### config.mk
export PLATFORM = sky130hd
export DESIGN_NAME = ctx_seq_top
export DESIGN_NICKNAME = d
export VERILOG_FILES = /design/src/rtl/ctxseq_pkg.sv /design/src/rtl/ctx_fetch.sv /design/src/rtl/pe_alu.sv /design/src/rtl/pe_ctrl.sv /design/src/rtl/ctx_seq_top.sv
export SDC_FILE = /design/constraint.sdc
export NUM_CORES = 1
export LEC_CHECK = 0
export BUFFER_PORTS_ARGS = -buffer_cell sky130_fd_sc_hd__buf_2
export CAP_MARGIN = 5
export CORE_MARGIN = 2
export CORE_UTILIZATION = 50
export CTS_CLUSTER_DIAMETER = 50
export DETAILED_ROUTE_END_ITERATION = 8
export PLACE_DENSITY = 0.69
export SYNTH_ARGS = -nofsm -noshare
export SYNTH_HDL_FRONTEND = slang
export SYNTH_SLANG_ARGS = --single-unit
export TNS_END_PERCENT = 50
### constraint.sdc
create_clock -name clk -period 9.14 [get_ports clk]
set_input_delay 0.457 -clock clk [delete_from_list [all_inputs] [get_ports clk]]
set_output_delay 0.457 -clock clk [all_outputs]
set_load 0.02 [all_outputs]
### src/rtl/ctxseq_pkg.sv
package ctxseq_pkg;

    localparam int WORD_W = 16;
    localparam int CNT_W  = 4;
    localparam int IMM_W  = 8;
    localparam int SHAMT_W = 4;

    typedef enum logic [2:0] {
        OP_NOP = 3'd0,
        OP_LDI = 3'd1,
        OP_ADD = 3'd2,
        OP_SUB = 3'd3,
        OP_AND = 3'd4,
        OP_OR  = 3'd5,
        OP_XOR = 3'd6,
        OP_SHL = 3'd7
    } op_e;

    // bit 15 long flag, 14:11 count, 10:8 opcode, 7:0 immediate
    typedef struct packed {
        logic             longop;
        logic [CNT_W-1:0] cnt;
        op_e              op;
        logic [IMM_W-1:0] imm;
    } ctx_word_t;

    typedef enum logic {
        S_EXEC = 1'b0,
        S_MULT = 1'b1
    } pe_state_e;

endpackage

### src/rtl/ctx_fetch.sv
module ctx_fetch
    import ctxseq_pkg::*;
#(
    parameter int ADDR_W = 4
) (
    input  logic              clk,
    input  logic              rst,
    input  logic              hold_i,
    input  ctx_word_t         store_word_i,
    output logic [ADDR_W-1:0] pc_o,
    output ctx_word_t         ctx_o
);

    logic [ADDR_W-1:0] pc_q;
    ctx_word_t         ctx_q;

    always_ff @(posedge clk) begin
        if (rst) begin
            pc_q  <= '0;
            ctx_q <= '0;
        end else if (!hold_i) begin
            pc_q  <= pc_q + ADDR_W'(1);
            ctx_q <= store_word_i;
        end
    end

    assign pc_o  = pc_q;
    assign ctx_o = ctx_q;

    AST_ISSUE_ADVANCE: assert property (@(posedge clk) disable iff (rst)
        !hold_i |=> (pc_q == $past(pc_q) + ADDR_W'(1)));

    AST_HOLD_FREEZE: assert property (@(posedge clk) disable iff (rst)
        hold_i |=> (pc_q == $past(pc_q) && ctx_q == $past(ctx_q)));

endmodule

### src/rtl/pe_alu.sv
module pe_alu
    import ctxseq_pkg::*;
#(
    parameter int DATA_W = 16
) (
    input  op_e               op_i,
    input  logic [IMM_W-1:0]  imm_i,
    input  logic [DATA_W-1:0] acc_i,
    output logic [DATA_W-1:0] res_o
);

    logic [DATA_W-1:0] imm_ext;

    assign imm_ext = DATA_W'(imm_i);

    always_comb begin
        unique case (op_i)
            OP_NOP: res_o = acc_i;
            OP_LDI: res_o = imm_ext;
            OP_ADD: res_o = acc_i + imm_ext;
            OP_SUB: res_o = acc_i - imm_ext;
            OP_AND: res_o = acc_i & imm_ext;
            OP_OR:  res_o = acc_i | imm_ext;
            OP_XOR: res_o = acc_i ^ imm_ext;
            OP_SHL: res_o = acc_i << imm_i[SHAMT_W-1:0];
        endcase
    end

endmodule

### src/rtl/pe_ctrl.sv
module pe_ctrl
    import ctxseq_pkg::*;
#(
    parameter int DATA_W = 16
) (
    input  logic              clk,
    input  logic              rst,
    input  ctx_word_t         ctx_i,
    input  logic [DATA_W-1:0] alu_res_i,
    output logic [DATA_W-1:0] acc_o,
    output logic              busy_o,
    output logic              done_o
);

    pe_state_e         state_q, state_d;
    logic [DATA_W-1:0] acc_q, acc_d;
    logic [DATA_W-1:0] prod_q, prod_d;
    logic [DATA_W-1:0] mcand_q, mcand_d;
    logic [IMM_W-1:0]  mplier_q, mplier_d;
    logic [CNT_W-1:0]  left_q, left_d;
    logic              long_word;

    assign long_word = ctx_i.longop && (ctx_i.cnt >= CNT_W'(2));

    always_ff @(posedge clk) begin
        if (rst) begin
            state_q  <= S_EXEC;
            acc_q    <= '0;
            prod_q   <= '0;
            mcand_q  <= '0;
            mplier_q <= '0;
            left_q   <= '0;
        end else begin
            state_q  <= state_d;
            acc_q    <= acc_d;
            prod_q   <= prod_d;
            mcand_q  <= mcand_d;
            mplier_q <= mplier_d;
            left_q   <= left_d;
        end
    end

    always_comb begin
        state_d  = state_q;
        acc_d    = acc_q;
        prod_d   = prod_q;
        mcand_d  = mcand_q;
        mplier_d = mplier_q;
        left_d   = left_q;
        busy_o   = 1'b0;
        done_o   = 1'b0;
        unique case (state_q)
            S_EXEC: begin
                if (long_word) begin
                    busy_o   = 1'b1;
                    prod_d   = ctx_i.imm[0] ? acc_q : '0;
                    mcand_d  = acc_q << 1;
                    mplier_d = ctx_i.imm >> 1;
                    left_d   = ctx_i.cnt - CNT_W'(1);
                    state_d  = S_MULT;
                end else begin
                    acc_d = alu_res_i;
                end
            end
            S_MULT: begin
                busy_o   = 1'b1;
                prod_d   = prod_q + (mplier_q[0] ? mcand_q : '0);
                mcand_d  = mcand_q << 1;
                mplier_d = mplier_q >> 1;
                left_d   = left_q - CNT_W'(1);
                if (left_q == CNT_W'(1)) begin
                    done_o  = 1'b1;
                    acc_d   = prod_d;
                    state_d = S_EXEC;
                end
            end
        endcase
    end

    assign acc_o = acc_q;

    // checker: length of each long run, counted apart from the FSM counter
    logic [CNT_W-1:0] chk_len_q, chk_elapsed_q;
    always_ff @(posedge clk) begin
        if (rst) begin
            chk_len_q     <= '0;
            chk_elapsed_q <= '0;
        end else if (state_q == S_EXEC && busy_o) begin
            chk_len_q     <= ctx_i.cnt;
            chk_elapsed_q <= CNT_W'(1);
        end else if (state_q == S_MULT) begin
            chk_elapsed_q <= chk_elapsed_q + CNT_W'(1);
        end
    end

    AST_RUN_LENGTH: assert property (@(posedge clk) disable iff (rst)
        done_o |-> (chk_elapsed_q == chk_len_q - CNT_W'(1)));

    AST_SHORT_NO_STALL: assert property (@(posedge clk) disable iff (rst)
        (state_q == S_EXEC && ctx_i.longop && ctx_i.cnt < CNT_W'(2)) |=> (state_q == S_EXEC));

    AST_DONE_PULSE: assert property (@(posedge clk) disable iff (rst)
        done_o |=> !done_o);

    AST_DONE_IN_BUSY: assert property (@(posedge clk) disable iff (rst)
        done_o |-> busy_o);

    AST_ACC_FROZEN: assert property (@(posedge clk) disable iff (rst)
        (busy_o && !done_o) |=> (acc_q == $past(acc_q)));

endmodule

### src/rtl/ctx_seq_top.sv
module ctx_seq_top
    import ctxseq_pkg::*;
#(
    parameter int ADDR_W = 4,
    parameter int DATA_W = 16
) (
    input  logic              clk,
    input  logic              rst,
    output logic [ADDR_W-1:0] store_addr,
    input  logic [15:0]       store_data,
    output logic [15:0]       ctx_out,
    output logic              busy,
    output logic              done,
    output logic [DATA_W-1:0] result
);

    ctx_word_t         ctx_w;
    logic [DATA_W-1:0] acc_w, alu_w;
    logic              hold_w;

    assign hold_w = busy && !done;

    ctx_fetch #(.ADDR_W(ADDR_W)) u_fetch (
        .clk          (clk),
        .rst          (rst),
        .hold_i       (hold_w),
        .store_word_i (ctx_word_t'(store_data)),
        .pc_o         (store_addr),
        .ctx_o        (ctx_w)
    );

    pe_alu #(.DATA_W(DATA_W)) u_alu (
        .op_i  (ctx_w.op),
        .imm_i (ctx_w.imm),
        .acc_i (acc_w),
        .res_o (alu_w)
    );

    pe_ctrl #(.DATA_W(DATA_W)) u_ctrl (
        .clk       (clk),
        .rst       (rst),
        .ctx_i     (ctx_w),
        .alu_res_i (alu_w),
        .acc_o     (acc_w),
        .busy_o    (busy),
        .done_o    (done)
    );

    assign ctx_out = 16'(ctx_w);
    assign result  = acc_w;

endmodule

Word-level counts from Yosys, hierarchy flattened
Cells that the tools add are included.
Operators by class
  $add $sub $neg: 6
  order comparisons: 1
  equality and inequality tests: 12
  shift-type cells: 1
  muxes and demuxes: 20
  bitwise operators: 4
  reduce and logical (&&, ||, !) cells: 5
Operators by type and width (count)
  16-bit one-hot mux with 7 select lines: 1
  16-bit two-way mux: 6
  16-bit one-hot mux with 2 select lines: 3
  16-bit adder: 1
  16-bit by 8-bit adder with 16-bit output: 1
  16-bit by 8-bit AND with 16-bit output: 1
  16-bit by 8-bit OR with 16-bit output: 1
  8-bit one-hot mux with 2 select lines: 1
  16-bit by 4-bit << shifter with 16-bit output: 1
  16-bit by 8-bit subtractor with 16-bit output: 1
  16-bit by 8-bit XOR with 16-bit output: 1
  3-bit equality test (second input constant): 4
  8-bit two-way mux: 1
  4-bit one-hot mux with 2 select lines: 1
  4-bit by 1-bit subtractor with 4-bit output (second input constant): 2
  3-bit by 2-bit equality test with 1-bit output (second input constant): 2
  2-bit inequality test (second input constant): 3
  4-bit by 1-bit adder with 4-bit output (second input constant): 1
  4-bit by 1-bit equality test with 1-bit output (second input constant): 1
  4-bit by 2-bit greater-or-equal comparator with 1-bit output (second input constant): 1
  1-bit two-way mux: 4
  4-bit two-way mux: 1
  1-bit one-hot mux with 2 select lines: 2
  3-bit by 1-bit equality test with 1-bit output (second input constant): 1
  other kinds (6): 7
Storage, ports and cells
  bits in registers: 81
  word-level logic and storage cells: 60

Longest topological paths before layout
Gate-level depths: netlist of run 1.
  depth after elaboration: 5
  gate-level depth with buffers: 17
  mapped depth without buffers: 14

Hierarchy
From an unflattened synthesis of run 1, not the netlist that was laid out.
Second synthesis, totals
  cells, all modules: 917
  area, all modules: 6999.2 um2
Modules (own cells, without submodules)
  pe_ctrl: times used 1, cells an instance 476, area each 3613.5 um2, seq. area each 1181.1 um2
  pe_alu: times used 1, cells an instance 373, area each 2616.3 um2, seq. area each 0.0 um2
  ctx_fetch: times used 1, cells an instance 67, area each 755.7 um2, seq. area each 400.4 um2
  ctx_seq_top: times used 1, cells an instance 1, area each 13.8 um2, seq. area each 0.0 um2

Worst setup path before layout of run 1
Ideal clock, no wire load.
  path type: reg-to-reg
  from: reg u_fetch.ctx_q, in the netlist u_fetch.ctx_o[1]
  to: reg u_ctrl.acc_q[12] (netlist: u_ctrl.acc_o[12])
  setup time: 125 ps
  arrival time: 3422 ps
  slack: 5593 ps
  stages on the path, launching flop included: 17
  path buffers: 3
  path through: dfxtp_1 > buf_2 > buf_2 > buf_2 > inv_1 > ha_1 > nor2_1 > xnor2_1 > ha_1 > nor2b_1 > o31a_1 > o311ai_2 > a21boi_1 > o31a_1 > or3_1 > nand3_1 > a31oi_1
Between the ends
  longest elaborated chain between the ends: 4
Ends and longest elaborated chain
  start: declaration: RTL line ctx_fetch.sv:15  | ctx_word_t ctx_q;
  start signal: assignment: RTL line ctx_fetch.sv:23  | ctx_q <= store_word_i;
  16-bit by 8-bit subtractor with 16-bit output, or another cell as far along: RTL line pe_alu.sv:21  | OP_SUB: res_o = acc_i - imm_ext;
  16-bit one-hot mux with 7 select lines *: RTL line pe_alu.sv:17  | unique case (op_i)
  16-bit two-way mux *: RTL line pe_ctrl.sv:54  | if (long_word) begin
  16-bit one-hot mux with 2 select lines *: RTL line pe_ctrl.sv:52  | unique case (state_q)
  end signal: assignment: RTL line pe_ctrl.sv:28  | acc_q <= '0;
  end signal: assignment: RTL line pe_ctrl.sv:35  | acc_q <= acc_d;
  end: declaration: RTL line pe_ctrl.sv:16  | logic [DATA_W-1:0] acc_q, acc_d;
Every way passes the cells marked *; elsewhere a longest branch is shown, timed or not. The select of a mux whose other input is x is not followed.
A chain may end at the register's enable or synchronous reset.

Final worst setup path of run 1
  from: reg u_fetch.ctx_q, in the netlist u_fetch.ctx_o[2]
  to: reg u_ctrl.acc_q[13] (netlist: u_ctrl.acc_o[13])
Same word-level chain as after synthesis.

==> results of run 1 <==
==> cells in the final DEF, fill, tap and decap left out, types with 3 or more instances in the layout <==
cell,instances
a21oi_1,103
nor2_1,116
inv_1,33
nand2b_1,6
buf_4,7
a21o_1,12
clkbuf_16,9
a22oi_1,5
a22o_1,3
xor2_1,12
nand3_1,14
o41ai_1,3
nand4_1,5
mux2_2,5
mux4_2,4
xnor2_1,22
dfxtp_1,78
a221oi_1,7
and2_1,15
o221ai_1,5
o31ai_1,3
nor3_1,18
o22ai_1,5
ha_1,53
or3_1,3
o211ai_1,3
a31oi_1,11
o21a_1,5
nand2_1,87
nor2b_1,11
mux2i_1,24
a211oi_1,20
buf_2,55
o21ai_0,39
==> worst max-delay path, stage by stage (launching register included) <==
cell and delay (ns):
dfxtp_1 0.51, inv_1 0.48, nand3_1 0.26, or3_1 0.39, nor3_1 0.37, ha_1 0.32
mux2i_1 0.18, ha_1 0.32, o21ai_0 0.11, nand2b_1 0.09, a31oi_1 0.21, a21oi_1 0.14
xor2_1 0.16, a2111oi_0 0.42, a2111oi_0 0.12
==> power breakdown <==
part / internal [mW] / leakage, nW / switching (mW) / total, mW
registers: 0.389 / 0.647 / 0.0849 / 0.474
logic: 0.231 / 2.20 / 0.371 / 0.602
clock network: 0.199 / 0.139 / 0.147 / 0.346
total: 0.819 / 2.99 / 0.603 / 1.42
==> kinds of logic (layout without fill, tap and decap cells) <==
kind of cell	Yosys count	after routing	share of synthesized area
adder cells (fa/ha/maj)	55	55	0.113
AO/OA/AOI/OAI	255	255	0.263
XOR/XNOR	34	34	0.0479
flip-flops	79	79	0.254
AND/OR/NAND/NOR	286	286	0.202
buffers and inverters	83	113	0.0571
multiplexers	33	33	0.0622
==> metrics by stage <==
| step | hold slack [ns] | std cells |
|---|---|---|
| after global routing | 0.358 | 1023 |
| final | 0.352 | 1023 |
| after global placement | 0.464 | 1007 |
| after floorplan | 0.454 | 825 |
| after CTS | 0.342 | 1023 |
| after detailed placement | 0.474 | 1007 |
==> area by class of cell <==
cell class,count,area [um2],area share
Timing Repair Buffer,62,328,0.0480
Clock inverter,4,30.0,0.00440
Sequential cell,79,1580,0.232
Inverter,35,131,0.0192
Clock buffer,12,256,0.0375
Multi-Input combinational cell,663,4290,0.628
Tap cell,168,210,0.0308
==> flip-flops by register name (all words and copies together), names as in the netlist <==
name,flops
u_fetch.ctx_o,16
u_ctrl.mcand_q,15
u_ctrl.prod_q,16
u_ctrl.acc_o,16
u_fetch.pc_o,4
u_ctrl.left_q,4
u_ctrl.mplier_q,7
u_ctrl.state_q,1
==> how the worst min path moves through the flow <==
stage | slack (ns) | cells after the start | to
after floorplan | 0.45 | 2 | u_ctrl.prod_q[0]
after global placement | 0.46 | 2 | u_ctrl.prod_q[0]
after detailed placement | 0.47 | 2 | u_ctrl.mplier_q[3]
after CTS | 0.34 | 3 | u_fetch.ctx_o[11]
after global routing | 0.36 | 3 | u_fetch.ctx_o[11]
final | 0.35 | 3 | u_fetch.ctx_o[11]
==> per-layer routing <==
| layer | vias up | part of all wire | global-route usage |
|---|---|---|---|
| li1 | 2982 | - | - |
| met1 | 2926 | 0.43 | 0.388 |
| met2 | 207 | 0.48 | 0.503 |
| met3 | 32 | 0.065 | 0.0669 |
| met4 | 0 | 0.022 | 0.103 |
| met5 | - | 0 | 0 |
==> results.py, run 1 <==
metrics = {
    "outcome": {
        "outcome": "complete, no violations",
    },
    "timing": {
        "fin_setup_tns_ns": 0,
        "fin_skew_ns": 0.0102,
        "layout_min_cycle_time_ns": 4.23,
        "drv_slew": 0,
        "rsz0062_at_grt": "false",
        "hold_viol": 0,
        "max_slew_margin": 0.347,
        "tightestPinTransition_ns": 0.979,
        "max_freq_mhz": 237,
        "worst_slack_ns": 4.91,
        "finalSetupViolCount": 0,
        "min_period_over_period": 0.463,
    },
    "critical_path": {
        "worst-endpoint-required_ns": 9.33,
        "cp_max_fo": 19,
        "reg2reg_to": "u_ctrl.acc_o[13]",
        "crit_start": "u_fetch.ctx_o[2]",
        "start_kind": "flip-flop",
        "rrSetupSlack_ns": 4.91,
        "r2r_start": "u_fetch.ctx_o[2]",
        "r2r_cells": 14,
        "crit_arrival_ns": 4.42,
        "critical_path_class": "flip-flop to flip-flop",
        "crit_end": "u_ctrl.acc_o[13]",
        "worstSetupEndpointType": "flip-flop",
    },
    "synthesis": {
        "synth-main-ff-cell": "dfxtp_1",
        "yosys.area.top_type": "dfxtp_1",
        "synth_most_common_cell": "nor2_1",
        "ys_ff_latch": 79,
        "synth_edf_count": 0,
        "async_flop_share": 0,
        "syn-cell-area_um2": 6220,
        "ys_warn_count": 0,
        "syn_nets": 898,
        "ys_seq_area_frac": 0.254,
        "synth_top_area_share": 0.254,
        "avgSynthCellArea_um2": 7.54,
        "ys_types": 71,
        "netlist_top_cells_count": "116 x nor2_1, 103 x a21oi_1, 87 x nand2_1, 79 x dfxtp_1, 53 x ha_1",
        "yosys-top-cells-area": "dfxtp_1 25%, ha_1 11%, a21oi_1 8.3%",
        "synthCells": 825,
    },
    "finish": {
        "fillerInstances": 1143,
        "drive_gt1_frac": 0.118,
        "area_growth_pct": 9.86,
        "layout.nets": 923,
        "utilization": 0.566,
        "final_area_um2": 6830,
        "n_antenna_cell": 0,
    },
    "power_and_ir_drop": {
        "leakage_nw": 2.99,
        "max-vdd-ir-drop_v": 0.000119,
        "p_total_mw": 1.42,
        "power-per-cell-area_nw_per_um2": 208,
    },
    "clocking": {
        "cts_setup_buffers": 0,
        "cts_tree": "built",
        "clk_latency_ns": 0.35,
        "cts_buffer_depth": 2,
        "cts-root-buf": "clkbuf_16",
        "cts_resized": 0,
        "htreeDepth": 3,
        "cts.sinks": 79,
        "cts_inserted_buffers": 9,
        "cts.clk_slew.worst_paths_ns": 0.06,
        "hold_buffers": 0,
    },
    "routing": {
        "firstDrtPassIters": 4,
        "wl_per_cell_um": 18.8,
        "route.detailed.drc": 0,
        "vias": 6147,
        "drt_iter0_drc": 533,
        "routed_wl_mm": 19.3,
        "via_per_inst": 6.01,
        "detail-route-antenna-nets": 0,
    },
    "place": {
        "place_area_um2": 6550,
        "place_ws_ns": 5.04,
        "gp_routability_congestion": 1.02,
        "dp_hpwl_mm": 13.9,
        "portBuffers": 55,
    },
    "floorplanning": {
        "fp.dieH_um": 116,
        "rows": 40,
        "coreArea_um2": 12100,
        "pin_count": 56,
        "die_x_um": 116,
        "dieArea_um2": 13300,
        "start_util": 0.516,
    },
    "grt": {
        "first_global_vias": 5914,
        "grt_pass1_wl_mm": 31.1,
        "grt_max_degree": 71,
        "grt_use_total": 0.302,
        "antenna_found_initial": 0,
        "overflow": 0,
    },
    "hold_path": {
        "hp-start": "store_data[11]",
        "hold_class": "input pin to flip-flop",
    },
    "run": {
        "maxCapViolCount": 0,
    },
}
No activity file was read; power rests on OpenSTA's default activity.
==> run 2: changes to the inputs <==
PLACE_DENSITY = 0.72   (was 0.69)
clock period = 3.4 ns   (was 9.14 ns; I/O delays follow)
==> run 2 against run 1 <==
  * Flip-flop and latch count stayed put
  * Hold slack worse by 0.29 ns
  * Die area stayed put
  * Global-route usage is 2.7 points lower
  * Clock skew is 0.0059 ns lower
  * Final cell count is 2.5% higher
  * Via count is 0.73% higher
  * Core utilization is 2.0 points higher
  * Sequential share of layout area is 0.77 points lower
  * Largest cell class unchanged
  * Highest routed layer unchanged
==> results.py, run 2 (synthesis gave the netlist of run 1 again) <==
metrics = {
    "floorplanning": {
        "coreArea_um2": 12100,
        "fp.dieH_um": 116,
        "dieArea_um2": 13300,
        "start_util": 0.516,
        "die_x_um": 116,
        "pin_count": 56,
        "rows": 40,
    },
    "grt": {
        "antenna_found_initial": 0,
        "grt_pass1_wl_mm": 28.8,
        "grt_max_degree": 65,
        "grt_use_total": 0.275,
        "overflow": 0,
        "first_global_vias": 5519,
    },
    "critical_path": {
        "critical_path_class": "flip-flop to flip-flop",
        "r2r_cells": 13,
        "cp_max_fo": 11,
        "start_kind": "flip-flop",
        "worst-endpoint-required_ns": 3.63,
        "crit_arrival_ns": 3.42,
        "worstSetupEndpointType": "flip-flop",
    },
    "place": {
        "place_inst": 1032,
        "portBuffers": 55,
        "place_ws_ns": 0.0541,
        "dp_hpwl_mm": 13.1,
        "place_area_um2": 6740,
        "gp_routability_congestion": 0.990,
    },
    "power_and_ir_drop": {
        "p_comb_frac": 0.446,
        "clkPwrFrac": 0.247,
        "seq_power_share": 0.307,
        "swShare": 0.413,
        "power-per-cell-area_nw_per_um2": 553,
        "power_switching_mw": 1.61,
        "max-vdd-ir-drop_v": 0.000344,
        "internal_power_mw": 2.29,
        "p_total_mw": 3.91,
        "leakage_nw": 3.13,
    },
    "run": {
        "maxCapViolCount": 0,
    },
    "clocking": {
        "cts.clk_slew.worst_paths_ns": 0.06,
        "cts_tree": "built",
        "cts_inserted_buffers": 9,
        "clk_latency_ns": 0.34,
        "htreeDepth": 3,
        "cts.sinks": 79,
        "cts_buffer_depth": 2,
        "cts-root-buf": "clkbuf_16",
    },
    "hold_path": {
        "min_path_cells": 3,
        "hold_class": "input pin to flip-flop",
    },
    "routing": {
        "topRoutingLayerUsed": "met4",
        "detail-route-antenna-nets": 0,
        "via_per_inst": 5.90,
        "wl_per_cell_um": 17.2,
        "routed_wl_mm": 18.1,
        "wl_met2_mm": 8.29,
        "met1Wirelength_mm": 7.99,
        "firstDrtPassIters": 6,
        "route.detailed.drc": 0,
        "wl_met3_mm": 1.25,
        "vias": 6192,
        "drt_iter0_drc": 613,
    },
    "timing": {
        "max_slew_margin": 0.528,
        "whs_ns": 0.0591,
        "rsz0062_at_grt": "true",
        "max_freq_mhz": 313,
        "finalSetupViolCount": 0,
        "drv_slew": 0,
        "fin_skew_ns": 0.00436,
        "layout_min_cycle_time_ns": 3.20,
        "fin_setup_tns_ns": 0,
        "worst_slack_ns": 0.204,
        "min_period_over_period": 0.940,
        "tightestPinTransition_ns": 0.703,
        "hold_viol": 0,
    },
    "finish": {
        "final_cells": 1049,
        "fillerInstances": 1155,
        "seqCellArea_um2": 1580,
        "layout.cells.most_common_list": "115 x nor2_1, 103 x a21oi_1, 87 x nand2_1",
        "layout.nets": 950,
        "n_antenna_cell": 0,
        "drive_gt1_frac": 0.152,
        "final_area_um2": 7070,
        "final_common_cell": "nor2_1",
        "utilization": 0.586,
        "area_growth_pct": 13.7,
        "multi_input_area_um2": 4330,
    },
    "outcome": {
        "outcome": "complete, no violations",
    },
}
[run 2: changes by cell type in the layout (fill, tap and decap cells not counted), moves of 2 or more]
cell	previous run	this run
a2111oi_0	2	0
buf_4	7	34
clkinv_4	2	0
a2111oi_2	0	2
clkbuf_8	2	0
[run 2: worst max-delay path, cell delays in order (launching register included)]
cell and delay (ns):
dfxtp_1 0.40, or2b_2 0.38, nor2_2 0.14, nor2_1 0.07
xnor2_1 0.12, ha_1 0.32, nor2b_1 0.17, o31a_1 0.29
o311ai_2 0.27, a21boi_1 0.16, o31a_1 0.30, or3_1 0.30
nand3_1 0.08, a31oi_1 0.08
[run 2: power by group through the flow]
stage	sequential [mW]	combinational (mW)	clock [mW]
final	1.20	1.74	0.964
after CTS	1.20	1.70	0.979
after global placement	1.21	1.67	0
after floorplan	1.27	1.13	0
after detailed placement	1.22	1.69	0
after global routing	1.21	1.91	1.01
[run 2: path summary, 6_finish.rpt]
path	end	slack, ns	from
hold / removal	u_fetch.ctx_o[1]	0.06	store_data[1]
hold reg to reg	u_ctrl.prod_q[0]	0.48	u_ctrl.prod_q[0]
setup reg to reg	u_ctrl.acc_o[12]	0.20	u_fetch.ctx_o[10]
setup / recovery	u_ctrl.acc_o[12]	0.20	u_fetch.ctx_o[10]
[run 2: layer usage]
| layer | global-route usage | up-vias |
|---|---|---|
| met5 | 0 | - |
| met2 | 0.442 | 253 |
| li1 | - | 3036 |
| met4 | 0.104 | 0 |
| met1 | 0.367 | 2861 |
| met3 | 0.0544 | 42 |
[run 2: area by class of cell]
type | count | share of cell area
clock buffers | 10 | 0.0324
clock inverters | 5 | 0.00831
inverters | 35 | 0.0186
multi-input cells | 663 | 0.612
flip-flops and latches | 79 | 0.224
well taps | 168 | 0.0297
repair buffers | 89 | 0.0750
[run 2: timing repair]
action / 4_1_cts / 5_1_grt
setup buffers: 0 / 2
setup endpoints to repair: 0 / 5
hold buffers: 0 / 0
resized for setup: 0 / 8
==> run 3: changes to the inputs <==
MAX_ROUTING_LAYER = met4   (was default)
==> run 3 against run 2 <==
  * First-iteration DRC count is 37% lower
  * Power down 0.58%
  * Hold slack improved by 0.0070 ns
  * Cell area is 0.28% lower
  * Wire length down 1.4%
  * Largest power group unchanged
  * Maximum frequency shrank 0.22%
  * Clock-buffer cell count did not move
  * Core utilization fell by 0.17 points
  * Setup slack got worse by 0.0069 ns
  * Sequential power hardly changed
  * Critical path depth unchanged
  * Combinational power down 3%
  * Highest routed layer unchanged
==> results.py, run 3 (synthesis gave the netlist of run 1 again) <==
metrics = {
    "outcome": {
        "outcome": "complete, no violations",
    },
    "floorplanning": {
        "start_util": 0.516,
        "coreArea_um2": 12100,
        "rows": 40,
        "dieArea_um2": 13300,
        "die_x_um": 116,
        "fp.dieH_um": 116,
        "pin_count": 56,
    },
    "timing": {
        "drv_slew": 0,
        "tightestPinTransition_ns": 0.792,
        "worst_slack_ns": 0.197,
        "hold_viol": 0,
        "layout_min_cycle_time_ns": 3.20,
        "fin_skew_ns": 0.00700,
        "max_slew_margin": 0.469,
        "rsz0062_at_grt": "false",
        "finalSetupViolCount": 0,
        "max_freq_mhz": 312,
        "min_period_over_period": 0.942,
    },
    "grt": {
        "first_global_vias": 5651,
        "grt_max_degree": 59,
        "grt_pass1_wl_mm": 28.8,
        "grt_use_total": 0.284,
        "overflow": 0,
        "antenna_found_initial": 0,
    },
    "power_and_ir_drop": {
        "leakage_nw": 3.11,
        "clkPwrFrac": 0.248,
        "power-per-cell-area_nw_per_um2": 551,
        "p_total_mw": 3.89,
        "internal_power_mw": 2.28,
        "swShare": 0.413,
        "max-vdd-ir-drop_v": 0.000366,
        "power_switching_mw": 1.60,
        "p_comb_frac": 0.436,
        "seq_power_share": 0.316,
    },
    "routing": {
        "drt_iter0_drc": 384,
        "wl_per_cell_um": 17.0,
        "route.detailed.drc": 0,
        "vias": 6129,
        "via_per_inst": 5.85,
        "detail-route-antenna-nets": 0,
        "routed_wl_mm": 17.8,
        "firstDrtPassIters": 5,
    },
    "run": {
        "maxCapViolCount": 0,
    },
    "place": {
        "place_ws_ns": 0.140,
        "place_area_um2": 6740,
        "gp_routability_congestion": 0.961,
        "portBuffers": 55,
        "dp_hpwl_mm": 13.1,
    },
    "hold_path": {
        "min_path_cells": 3,
        "hold_class": "input pin to flip-flop",
    },
    "critical_path": {
        "worst-endpoint-required_ns": 3.62,
        "r2r_cells": 13,
        "worstSetupEndpointType": "flip-flop",
        "crit_arrival_ns": 3.42,
        "start_kind": "flip-flop",
        "critical_path_class": "flip-flop to flip-flop",
        "cp_max_fo": 7,
    },
    "finish": {
        "area_growth_pct": 13.4,
        "final_common_cell": "nor2_1",
        "fillerInstances": 1173,
        "final_area_um2": 7050,
        "drive_gt1_frac": 0.151,
        "layout.cells.most_common_list": "115 x nor2_1, 103 x a21oi_1, 87 x nand2_1",
        "n_antenna_cell": 0,
        "utilization": 0.585,
        "layout.nets": 948,
    },
    "clocking": {
        "htreeDepth": 3,
        "cts.sinks": 79,
        "hold_buffers": 0,
        "cts.clk_slew.worst_paths_ns": 0.06,
        "cts_buffer_depth": 2,
        "cts-root-buf": "clkbuf_16",
        "cts_inserted_buffers": 9,
        "clk_latency_ns": 0.34,
        "cts_tree": "built",
    },
}
run 3: worst paths after layout:
| check | start | to | slack, ns |
|---|---|---|---|
| max | u_fetch.ctx_o[9] | u_ctrl.acc_o[12] | 0.20 |
| min | store_data[7] | u_fetch.ctx_o[7] | 0.07 |
| min reg2reg | u_ctrl.prod_q[0] | u_ctrl.prod_q[0] | 0.49 |
| max reg2reg | u_fetch.ctx_o[9] | u_ctrl.acc_o[12] | 0.20 |
run 3: layout make-up:
cell class	count	area, um2	area share
Multi-Input combinational cell	663	4320	0.613
Sequential cell	79	1590	0.225
Timing Repair Buffer	87	515	0.0731
Clock buffer	10	229	0.0325
Tap cell	168	210	0.0298
Inverter	35	131	0.0186
Clock inverter	5	58.8	0.00834
run 3: repair_timing:
action | in CTS | in global routing
endpoints found under the setup margin | 0 | 2
buffers inserted | 0 | 0
resized for setup | 0 | 8
run 3: worst max-delay path: stages (launching register included):
cell and delay (ns):
dfxtp_2 0.39, or2b_2 0.37, nor2_2 0.14, nor2_1 0.07, xnor2_1 0.12, ha_1 0.32
nor2b_1 0.17, o31a_1 0.29, o311ai_2 0.26, a21boi_1 0.16, o31a_1 0.31, or3_1 0.31
nand3_1 0.09, a31oi_1 0.08
run 3: stage by stage:
step | hold slack [ns] | std cells | TNS (ns)
after floorplan | 0.303 | 825 | -0.0104
after global placement | 0.419 | 1032 | 0
after detailed placement | 0.419 | 1032 | 0
after CTS | 0.0596 | 1047 | 0
after global routing | 0.0697 | 1047 | 0
final | 0.0660 | 1047 | 0
run 3: power by group through the flow:
| stage | clock network, mW | registers [mW] | logic [mW] |
|---|---|---|---|
| CTS | 0.979 | 1.22 | 1.67 |
| detailed placement | 0 | 1.24 | 1.65 |
| global placement | 0 | 1.24 | 1.64 |
| floorplan | 0 | 1.27 | 1.13 |
| finish | 0.965 | 1.23 | 1.69 |
| global route | 1.01 | 1.24 | 1.87 |
run 3: layer usage:
layer  vias to the layer above  GRT usage  part of all wire
met5                         -          -                 0
met4                         0      0.123             0.037
met3                        46     0.0445             0.052
met2                       215      0.437              0.45
met1                      2826      0.369              0.46
li1                       3042          -                 -
